<file path="src/rtl/dbg_ret_pkg.sv">
// Package: shared types and constants for the debug return calculator.
// Assumes the cause code is two bits wide and the branch field is 24 bits.
package dbg_ret_pkg;
    typedef enum logic [1:0] {
        CAUSE_BKPT      = 2'd0,
        CAUSE_WATCH     = 2'd1,
        CAUSE_HALTREQ   = 2'd2,
        CAUSE_WATCH_EXC = 2'd3
    } entry_cause_e;

    localparam int          OFF_W     = 24;
    localparam logic [7:0]  BR_OPCODE = 8'hEA;

    // Entry base in addresses for a given cause
    function automatic logic [2:0] base_for_cause(input entry_cause_e c);
        return (c == CAUSE_BKPT || c == CAUSE_WATCH) ? 3'd4 : 3'd3;
    endfunction
endpackage

</file>
<file path="src/rtl/dbg_ret_sat_cnt.sv">
// Saturating up-counter with synchronous clear.
// Also provides the next value and a sticky "clipped" flag, which is set
// when an increment is requested while the counter is at its maximum.
// Assumes clear has priority over increment.
module dbg_ret_sat_cnt #(
    parameter int W = 16
) (
    input  logic         clk,
    input  logic         rst_n,
    input  logic         clr,
    input  logic         inc,
    output logic [W-1:0] cnt_nxt,
    output logic         clip_nxt
);
    localparam logic [W-1:0] MAXV = {W{1'b1}};

    logic [W-1:0] cnt_q;
    logic         clip_q;

    // Compute next count and clip state
    always_comb begin
        if (clr) begin
            cnt_nxt  = '0;
            clip_nxt = 1'b0;
        end else if (inc) begin
            cnt_nxt  = (cnt_q == MAXV) ? cnt_q : cnt_q + W'(1);
            clip_nxt = clip_q | (cnt_q == MAXV);
        end else begin
            cnt_nxt  = cnt_q;
            clip_nxt = clip_q;
        end
    end

    // Register count and clip state
    always_ff @(posedge clk) begin
        if (!rst_n) begin
            cnt_q  <= '0;
            clip_q <= 1'b0;
        end else begin
            cnt_q  <= cnt_nxt;
            clip_q <= clip_nxt;
        end
    end
endmodule

</file>
<file path="src/rtl/dbg_ret_tracker.sv">
// Session tracker: holds the debug-state flag and the latched entry base,
// and counts debug-speed and system-speed instructions.
// Assumes entry takes precedence over instructions and return in its cycle.
// The outputs are next-state values, so that an instruction in the same
// cycle as the return is included in the result.
module dbg_ret_tracker
    import dbg_ret_pkg::*;
#(
    parameter int CNT_W = 16
) (
    input  logic             clk,
    input  logic             rst_n,
    input  logic             entry_valid,
    input  entry_cause_e     entry_cause,
    input  logic             instr_valid,
    input  logic             instr_sys,
    input  logic             ret_accept,
    output logic             in_dbg,
    output logic [2:0]       base,
    output logic [CNT_W-1:0] n_nxt,
    output logic [CNT_W-1:0] s_nxt,
    output logic             clip_nxt
);
    logic count_en;
    logic clip_n, clip_s;

    assign count_en = in_dbg && !entry_valid && instr_valid;
    assign clip_nxt = clip_n | clip_s;

    dbg_ret_sat_cnt #(.W(CNT_W)) u_cnt_dbg (
        .clk      (clk),
        .rst_n    (rst_n),
        .clr      (entry_valid),
        .inc      (count_en && !instr_sys),
        .cnt_nxt  (n_nxt),
        .clip_nxt (clip_n)
    );

    dbg_ret_sat_cnt #(.W(CNT_W)) u_cnt_sys (
        .clk      (clk),
        .rst_n    (rst_n),
        .clr      (entry_valid),
        .inc      (count_en && instr_sys),
        .cnt_nxt  (s_nxt),
        .clip_nxt (clip_s)
    );

    // Track debug state and latch the entry base
    always_ff @(posedge clk) begin
        if (!rst_n) begin
            in_dbg <= 1'b0;
            base   <= 3'd4;
        end else if (entry_valid) begin
            in_dbg <= 1'b1;
            base   <= base_for_cause(entry_cause);
        end else if (ret_accept) begin
            in_dbg <= 1'b0;
        end
    end
endmodule

</file>
<file path="src/rtl/dbg_ret_encoder.sv">
// Combinational encoder: total advance = base + N + 1 + 3S, turned into a
// negative 24-bit word offset, a byte distance, and a branch opcode word.
// Assumes CNT_W <= 29 so that the total fits a 32-bit compare.
module dbg_ret_encoder
    import dbg_ret_pkg::*;
#(
    parameter int CNT_W = 16
) (
    input  logic [2:0]       base,
    input  logic [CNT_W-1:0] n_cnt,
    input  logic [CNT_W-1:0] s_cnt,
    input  logic             clip,
    output logic [OFF_W-1:0] word_off,
    output logic [CNT_W+4:0] byte_off,
    output logic [31:0]      branch_word,
    output logic             ovf
);
    localparam int TOT_W = CNT_W + 3;

    logic [TOT_W-1:0] total;
    logic [31:0]      total32;
    logic [31:0]      neg32;

    // Sum the entry base, debug instructions, branch and system accesses
    always_comb begin
        total = TOT_W'(base) + {3'b000, n_cnt} + TOT_W'(1)
              + {2'b00, s_cnt, 1'b0} + {3'b000, s_cnt};
        total32     = 32'(total);
        neg32       = 32'd0 - total32;
        word_off    = neg32[OFF_W-1:0];
        byte_off    = {total, 2'b00};
        branch_word = {BR_OPCODE, word_off};
        ovf         = clip || (total32 > 32'h0080_0000);
    end
endmodule

</file>
<file path="src/rtl/dbg_ret_calc.sv">
// Top of the debug return branch calculator.
// Accepts a return request only in debug state, with no entry in the same
// cycle and with at least two instructions counted. Otherwise the request
// raises the error pulse (in debug state) or is ignored (outside it).
// All outputs are registered; results change only alongside res_valid.
module dbg_ret_calc
    import dbg_ret_pkg::*;
#(
    parameter int CNT_W = 16
) (
    input  logic             clk,
    input  logic             rst_n,
    input  logic             entry_valid,
    input  logic [1:0]       entry_cause,
    input  logic             instr_valid,
    input  logic             instr_sys,
    input  logic             ret_req,
    output logic             res_valid,
    output logic [23:0]      word_off,
    output logic [CNT_W+4:0] byte_off,
    output logic [31:0]      branch_word,
    output logic [32:0]      scan_word,
    output logic             too_few_err,
    output logic             ovf,
    output logic             in_debug
);
    logic             in_dbg;
    logic [2:0]       base;
    logic [CNT_W-1:0] n_nxt, s_nxt;
    logic             clip_nxt;
    logic             ret_try, too_few, ret_ok;
    logic [CNT_W:0]   instr_sum;
    logic [23:0]      enc_word;
    logic [CNT_W+4:0] enc_byte;
    logic [31:0]      enc_branch;
    logic             enc_ovf;

    assign ret_try   = ret_req && in_dbg && !entry_valid;
    assign instr_sum = {1'b0, n_nxt} + {1'b0, s_nxt};
    assign too_few   = ret_try && (instr_sum < (CNT_W+1)'(2));
    assign ret_ok    = ret_try && !too_few;
    assign in_debug  = in_dbg;

    dbg_ret_tracker #(.CNT_W(CNT_W)) u_tracker (
        .clk         (clk),
        .rst_n       (rst_n),
        .entry_valid (entry_valid),
        .entry_cause (entry_cause_e'(entry_cause)),
        .instr_valid (instr_valid),
        .instr_sys   (instr_sys),
        .ret_accept  (ret_ok),
        .in_dbg      (in_dbg),
        .base        (base),
        .n_nxt       (n_nxt),
        .s_nxt       (s_nxt),
        .clip_nxt    (clip_nxt)
    );

    dbg_ret_encoder #(.CNT_W(CNT_W)) u_encoder (
        .base        (base),
        .n_cnt       (n_nxt),
        .s_cnt       (s_nxt),
        .clip        (clip_nxt),
        .word_off    (enc_word),
        .byte_off    (enc_byte),
        .branch_word (enc_branch),
        .ovf         (enc_ovf)
    );

    // Strobes: result valid and too-few error, one cycle each
    always_ff @(posedge clk) begin
        if (!rst_n) begin
            res_valid   <= 1'b0;
            too_few_err <= 1'b0;
        end else begin
            res_valid   <= ret_ok;
            too_few_err <= too_few;
        end
    end

    // Result registers, loaded only on an accepted return
    always_ff @(posedge clk) begin
        if (!rst_n) begin
            word_off    <= '0;
            byte_off    <= '0;
            branch_word <= '0;
            scan_word   <= '0;
            ovf         <= 1'b0;
        end else if (ret_ok) begin
            word_off    <= enc_word;
            byte_off    <= enc_byte;
            branch_word <= enc_branch;
            scan_word   <= {1'b0, enc_branch};
            ovf         <= enc_ovf;
        end
    end
endmodule

</file>
<file path="config.mk">
export PLATFORM = sky130hd
export DESIGN_NAME = dbg_ret_calc
export DESIGN_NICKNAME = d
export VERILOG_FILES = /design/src/rtl/dbg_ret_pkg.sv /design/src/rtl/dbg_ret_sat_cnt.sv /design/src/rtl/dbg_ret_tracker.sv /design/src/rtl/dbg_ret_encoder.sv /design/src/rtl/dbg_ret_calc.sv
export SDC_FILE = /design/constraint.sdc
export NUM_CORES = 1
export LEC_CHECK = 0
export BUFFER_PORTS_ARGS = -buffer_cell sky130_fd_sc_hd__buf_2
export CORE_AREA = 2 2 116 118
export DETAILED_ROUTE_END_ITERATION = 16
export DIE_AREA = 0 0 118 120
export GPL_TIMING_DRIVEN = 0
export HOLD_SLACK_MARGIN = 0.1
export PLACE_DENSITY = 0.83
export SKIP_LAST_GASP = 1
export SYNTH_ARGS = -nofsm -noshare
export SYNTH_HDL_FRONTEND = slang
export SYNTH_SLANG_ARGS = --single-unit
</file>
<file path="constraint.sdc">
create_clock -name clk -period 8.5 [get_ports clk]
set_input_delay 0.85 -clock clk [delete_from_list [all_inputs] [get_ports clk]]
set_output_delay 0.85 -clock clk [all_outputs]
set_load 0.05 [all_outputs]
</file>
==> results of run 1 <==
state kept, by name, indices dropped and copies added, names as in the netlist:
| register | count |
|---|---|
| u_tracker.u_cnt_sys.cnt_q | 16 |
| u_tracker.u_cnt_sys.clip_q | 1 |
| ovf | 1 |
| byte_off | 18 |
| u_tracker.u_cnt_dbg.cnt_q | 16 |
| res_valid | 1 |
| too_few_err | 1 |
| u_tracker.base | 2 |
| u_tracker.u_cnt_dbg.clip_q | 1 |
| scan_word | 2 |
| word_off | 19 |
| u_tracker.in_dbg | 1 |
cell usage after synthesis, types with 4 or more instances:
library cell,instances,area (um^2)
sky130_fd_sc_hd__nand2_1,113,424
sky130_fd_sc_hd__buf_6,5,56.3
sky130_fd_sc_hd__nor3b_1,5,37.5
sky130_fd_sc_hd__nand3_1,30,150
sky130_fd_sc_hd__dfxtp_1,79,1580
sky130_fd_sc_hd__or3_1,12,75.1
sky130_fd_sc_hd__nand3b_1,5,37.5
sky130_fd_sc_hd__a311oi_1,4,35.0
sky130_fd_sc_hd__nor4_1,6,37.5
sky130_fd_sc_hd__clkbuf_1,22,82.6
sky130_fd_sc_hd__inv_1,62,233
sky130_fd_sc_hd__a211oi_1,9,67.6
sky130_fd_sc_hd__a2111oi_0,4,35.0
sky130_fd_sc_hd__ha_1,39,488
sky130_fd_sc_hd__nor3_1,31,155
sky130_fd_sc_hd__nand2b_1,11,68.8
sky130_fd_sc_hd__fa_1,18,360
sky130_fd_sc_hd__and2_1,4,25.0
sky130_fd_sc_hd__nand4_1,11,68.8
sky130_fd_sc_hd__buf_4,71,533
sky130_fd_sc_hd__o21a_1,8,60.1
sky130_fd_sc_hd__or2_2,7,43.8
sky130_fd_sc_hd__o21bai_1,4,30.0
sky130_fd_sc_hd__a21oi_1,27,135
sky130_fd_sc_hd__nor2_1,79,297
sky130_fd_sc_hd__and3_1,7,43.8
sky130_fd_sc_hd__xor2_1,34,298
sky130_fd_sc_hd__mux2i_1,41,410
sky130_fd_sc_hd__nor2b_1,6,37.5
sky130_fd_sc_hd__a21o_1,9,67.6
sky130_fd_sc_hd__o21ai_0,20,100
sky130_fd_sc_hd__xnor2_1,38,333
worst paths after layout:
kind | start | endpoint | depth (start not counted)
setup reg to reg | u_tracker.in_dbg | scan_word[23] | 26
hold reg to reg | byte_off[10] | byte_off[10] | 2
hold / removal | byte_off[10] | byte_off[10] | 2
setup / recovery | entry_valid | scan_word[23] | 24
stage by stage:
stage / power (mW) / instances
after floorplan: 0.428 / 889
after global placement: 0.444 / 1176
after detailed placement: 0.445 / 1176
final: 0.853 / 1192
after global routing: 0.879 / 1192
after CTS: 0.854 / 1192
final cells by class:
class / instances / area (um^2) / share of cell area
Tap cell: 176 / 220 / 0.0272
Multi-Input combinational cell: 647 / 4500 / 0.556
Sequential cell: 79 / 1580 / 0.195
Buffer: 101 / 686 / 0.0848
Clock inverter: 6 / 85.1 / 0.0105
Inverter: 62 / 233 / 0.0288
Timing Repair Buffer: 111 / 556 / 0.0687
Clock buffer: 10 / 229 / 0.0283
metal layers:
| metal | vias to the layer above | wire, um | GRT usage |
|---|---|---|---|
| li1 | 3196 | - | - |
| met1 | 2972 | 7680 | 0.300 |
| met2 | 240 | 8080 | 0.427 |
| met3 | 49 | 1010 | 0.0409 |
| met4 | 0 | 711 | 0.116 |
| met5 | - | 0 | 0 |
cells by family (layout without fill, tap and decap cells):
family                   after synthesis  in the layout  share of synthesized area
AO/OA/AOI/OAI                        123            123                      0.126
XOR/XNOR                              73             73                     0.0928
adder cells (fa/ha/maj)               57             57                      0.122
buffers and inverters                163            290                      0.132
flip-flops                            79             79                      0.227
multiplexers                          42             42                     0.0610
other                                  1              9                   0.000538
AND/OR/NAND/NOR                      343            343                      0.239
power breakdown:
group	switching, mW	total [mW]	leakage, nW	internal [mW]
logic	0.0462	0.0651	3.18	0.0189
registers	0.00162	0.373	0.637	0.372
clock network	0.159	0.415	0.148	0.256
worst reg2reg max path, delay by kind of cell, from the launching register on:
| kind | cells | cell delay, ns |
|---|---|---|
| AND/OR/NAND/NOR | 12 | 2.93 |
| AO/OA/AOI/OAI | 7 | 2.06 |
| adder cells (fa/ha/maj) | 3 | 1.09 |
| flip-flops | 1 | 0.43 |
| multiplexers | 1 | 0.29 |
| buffers and inverters | 2 | 0.23 |
| XOR/XNOR | 1 | 0.11 |
==> out/results.ini, run 1 <==
[timing]
final-max-slew-violation-count=0
finalSetupTns_ns=0
slew_headroom=0.434
final-hold-violation-count=0
setup_repair_after_global_routing_missed_its_margin=false
whs_ns=0.453
fin_skew_ns=0.00515
setup-violations-final=0
max_freq_mhz=130
min_tclk_post_route_ns=7.71
final.setup.worst_slack_ns=0.792
timing_worst_slew_pin_value_ns=0.837
final.period_utilization=0.907

[power_and_ir_drop]
max-vdd-ir-drop_uv=89.7
power.leakage_nw=3.97
p_per_area_nw_per_um2=105

[detailed_routing]
num_vias=6457
via_per_inst=5.42
dr.first_iter.drc_count=527
routed_wirelength_mm=17.5
detailed_routing_iteration_count_for_the_pre_antenna_repair_pass=5
wire_per_inst_um=14.7
antenna_violating_nets_post_route=0
drc=0

[floorplan]
die_area_um2=14200
die_height_um=120
floorplan.die.width_um=118
starting_density_of_the_core=0.537
core_area_um2=13000
count_of_standard_cell_rows=42
top_level_i_o_count=122

[cts]
cts.repair.resized=0
cts.clk_slew.worst_paths_ns=0.06
post_cts.repair.setup_buffers=0
clock_tree.root_cell=sky130_fd_sc_hd__clkbuf_16
tritoncts_sink_count=79
clock_latency_of_the_later_clocked_register_in_the_worst_skew_pair_ns=0.34
cts_tree=done
cts_inserted_buffers=9
cts_buffer_depth=2
post_cts_hold_buffer_count=0
h_tree_lvls=3

[synth]
synth-seq-area-share=0.227
postSynthAreaPerCell_um2=7.91
postSynthRegisterBits=79
synth.lib_cells_used.distinct=73
synthesis.yosys.warnings=0
ys.flop_type=sky130_fd_sc_hd__dfxtp_1
synth.cell_area_um2=6970
post_synth_edffs=0
syn-instance-count=881
synthArstFlopShare=0

[worst_setup_path]
timing.critical_path.cells=buf_2 -> clkbuf_1 -> clkbuf_1 -> clkbuf_1 -> nor2_1 -> ha_1 -> a21oi_1 -> nor3_1 -> nand2_1 -> xnor2_1 -> fa_1 -> inv_1 -> ha_1 -> buf_2 -> and4_1 -> nand2_1 -> a211o_1 -> nor3b_1 -> a311oi_1 -> nand4b_1 -> nor4_1 -> nand2_1 -> a2111oi_0 -> a211oi_1
critPathCaptureType=flop
critical_path.top_delay_family=simple AND/OR/NAND/NOR gates
critical_path.slowest_cell=sky130_fd_sc_hd__a2111oi_0
worstPathRequired_ns=8.69
worstSetupStartpointType=input pin
worstSetupPathType=input pin to flop
worst-path-buf-inv=6
ff2ff_setup_slack_ns=1.21
critical_path.max_fanout=10
timing.critical_path.slowest_cell_delay_ns=0.65
cp.arrival_ns=7.90

[cells_and_area]
layout-drive-gt1-share=0.223
final_stage_net_count=1076
finalInstanceArea_um2=8090
layout.cells.most_common_list=sky130_fd_sc_hd__nand2_1 (113), sky130_fd_sc_hd__buf_2 (113), sky130_fd_sc_hd__nor2_1 (79), sky130_fd_sc_hd__dfxtp_1 (79), sky130_fd_sc_hd__buf_4 (71)
synthToLayoutAreaGrowth_pct=16.1
filler_cell_count=1103
post-route-util=0.623
antenna_cells=0

[placed_design]
dpl_worst_slack_ns=0.632
place_area_um2=7780
post-dp-hpwl_mm=13.7
portBuffers=111
gpl.final_weighted_congestion=0.935

[grt]
via_count_of_the_first_global_routing_pass=6012
grt_overflow_total=0
grt_start_max_net_pins=17
grt_pass1_wl_mm=28.4
global_route.usage.total=0.247
antenna_found_initial=0

[min_path]
min-delay-path-class=flop to flop

[run_status]
run_status=finished, final reports clean

[job]
maximum_capacitance_violations=0

(Power assumes the default switching activity.)
==> inputs of run 2 (changes only) <==
ABC_AREA = 1   (was not set)
CTS_CLUSTER_DIAMETER = 120   (was not set)
==> run 2 against run 1 <==
  * Critical path depth is 5 higher
  * Clock power hardly changed
  * Clock skew is 0.0036 ns higher
  * Count of clock-buffer cells in the layout is 1 higher
  * Synthesized area is 0.18% higher
  * Die area stayed put
  * Non-clock buffer count is 3 lower
  * Cell area hardly changed
  * Sequential power hardly changed
  * Wire length is 3.7% lower
  * Core utilization hardly changed
  * Critical endpoint is now word_off[17]
  * Highest routed layer unchanged
==> out/results.ini, run 2 <==
[run_status]
run_status=finished, final reports clean

[placed_design]
portBuffers=110
post-dp-hpwl_mm=13.6
placedCellCount=1360
gpl.final_weighted_congestion=0.934
place_area_um2=7780
dpl_worst_slack_ns=1.86

[synth]
synth-simple-area-share=0.309
synth-seq-area-share=0.226
synth_area_leader_cell=sky130_fd_sc_hd__dfxtp_1
netlist_top_cells_area=sky130_fd_sc_hd__dfxtp_1 (23%), sky130_fd_sc_hd__nand2_1 (9.9%), sky130_fd_sc_hd__inv_1 (8.4%), sky130_fd_sc_hd__nor2_1 (8.4%), sky130_fd_sc_hd__buf_4 (7.7%)
synthXorXnorAreaFrac=0.0615
synth_mux_area_frac=0
post_synth_edffs=0
ys.flop_type=sky130_fd_sc_hd__dfxtp_1
synthArstFlopShare=0
synth_common_cells=sky130_fd_sc_hd__nand2_1 (185), sky130_fd_sc_hd__inv_1 (156), sky130_fd_sc_hd__nor2_1 (156)
postSynthAreaPerCell_um2=6.55
compound_gate_fraction_of_synth_area=0.0951
main_combinational_cell_family_by_area_after_synthesis=simple AND/OR/NAND/NOR gates
synth.cell_area_um2=6980
synthesis.yosys.warnings=0
yosys_top_cell_area_share=0.226
synth_fa_ha_area_frac=0.121
most_repeated_cell_in_the_gate_level_netlist_after_synthesis=sky130_fd_sc_hd__nand2_1
synth.lib_cells_used.distinct=43
postSynthRegisterBits=79
syn-instance-count=1066

[cts]
cts_inserted_buffers=9
tritoncts_sink_count=79
clock_latency_of_the_later_clocked_register_in_the_worst_skew_pair_ns=0.34
cts.clk_slew.worst_paths_ns=0.06
h_tree_lvls=3
cts_tree=done
post_cts_hold_buffer_count=0
cts.repair.resized=0
post_cts.repair.setup_buffers=0
cts_buffer_depth=2
clock_tree.root_cell=sky130_fd_sc_hd__clkbuf_16

[worst_setup_path]
cp.arrival_ns=6.84
r2r-start=u_tracker.u_cnt_dbg.cnt_q[0]
worstSetupStartpointType=input pin
critical_path.slowest_cell=sky130_fd_sc_hd__clkbuf_1
critical_path.max_fanout=10
worst_r2r_path_depth=33
critPathCaptureType=flop
worstPathRequired_ns=8.74
rr_endpoint=word_off[17]
timing.critical_path.slowest_cell_delay_ns=0.55
worstSetupPathType=input pin to flop
ff2ff_setup_slack_ns=2.25

[timing]
slew_headroom=0.532
timing_worst_slew_pin_value_ns=0.702
fin_skew_ns=0.00875
final.setup.worst_slack_ns=1.90
max_freq_mhz=152
whs_ns=0.458
final-max-slew-violation-count=0
finalSetupTns_ns=0
final.period_utilization=0.776
final-hold-violation-count=0
setup_repair_after_global_routing_missed_its_margin=false
min_tclk_post_route_ns=6.60
setup-violations-final=0

[floorplan]
floorplan.die.width_um=118
count_of_standard_cell_rows=42
starting_density_of_the_core=0.538
die_area_um2=14200
core_area_um2=13000
die_height_um=120
top_level_i_o_count=122

[cells_and_area]
layout-drive-gt1-share=0.211
synthToLayoutAreaGrowth_pct=15.9
antenna_cells=0
final_stage_net_count=1260
layout.cells.most_common_list=sky130_fd_sc_hd__nand2_1 (185), sky130_fd_sc_hd__inv_1 (156), sky130_fd_sc_hd__nor2_1 (156)
largestRegisters=word_off (19), byte_off (18)
layout_commonest_cell=sky130_fd_sc_hd__nand2_1
instances_no_fill=1375
post-route-util=0.624
finalInstanceArea_um2=8100
largest_register_ffs=19
largest_register=word_off

[min_path]
worstHoldStart=byte_off[18]
min_to=byte_off[18]
min-delay-path-class=flop to flop
worstHoldPathCells=2

[detailed_routing]
via_per_inst=4.99
drc=0
num_vias=6864
dr.first_iter.drc_count=616
antenna_violating_nets_post_route=0
routed_wirelength_mm=16.8
wire_per_inst_um=12.3
detailed_routing_iteration_count_for_the_pre_antenna_repair_pass=6

[power_and_ir_drop]
power.leakage_nw=4.35
p_per_area_nw_per_um2=109
power.total_mw=0.884
max-vdd-ir-drop_uv=80.2

[job]
maximum_capacitance_violations=0

[grt]
grt_pass1_wl_mm=27.8
via_count_of_the_first_global_routing_pass=6011
antenna_found_initial=0
grt_start_max_net_pins=17
global_route.usage.total=0.239
grt_overflow_total=0

==> run 2: cell types whose count changed after synthesis, sizes merged, moves of 11 or more <==
cell	delta
nor2	+85
nand2	+82
inv	+103
mux2i	-41
a21oi	+46
nand2b	-11
or3	-12
xnor2	-23
nand3	+58
==> run 2: where the power goes <==
| part | switching, mW | internal [mW] | leakage (nW) |
|---|---|---|---|
| combinational | 0.0653 | 0.0271 | 3.56 |
| clock | 0.154 | 0.263 | 0.155 |
| sequential | 0.00264 | 0.373 | 0.637 |
==> run 2: area by class of cell <==
class,instances,area (um^2)
fillers,1172,4880
multi-input cells,729,4130
flip-flops and latches,79,1580
plain buffers,99,671
inverters,167,627
repair buffers,110,551
clock buffers,11,243
well taps,176,220
clock inverters,4,70.1
==> run 2: how the worst max path moves through the flow <==
stage	from	to	slack, ns	cells after the start
after global placement	entry_valid	word_off[17]	1.93	29
after CTS	entry_valid	word_off[17]	2.11	29
after floorplan	entry_valid	word_off[17]	3.15	33
after detailed placement	entry_valid	word_off[17]	1.86	29
final	entry_valid	word_off[17]	1.90	29
after global routing	entry_valid	word_off[17]	1.54	29
==> run 2: cells by family after synthesis <==
family	Yosys count
buf+inv	266
simple gates	497
fa+ha+maj	57
xor+xnor	49
flops	79
compound gates	117
other cells	1
==> run 2: routing by layer <==
layer / up-vias / share of wire / GRT usage
met5: - / 0 / 0
met4: 0 / 0.014 / 0.0640
met3: 22 / 0.068 / 0.0418
met2: 227 / 0.47 / 0.414
met1: 3091 / 0.45 / 0.306
li1: 3524 / - / -
==> run 2: worst max-delay path: cells and delay by family <==
family	cells	cell delay [ns]
simple gates	14	2.01
buf+inv	5	1.30
fa+ha+maj	3	1.25
xor+xnor	3	0.90
compound gates	4	0.51
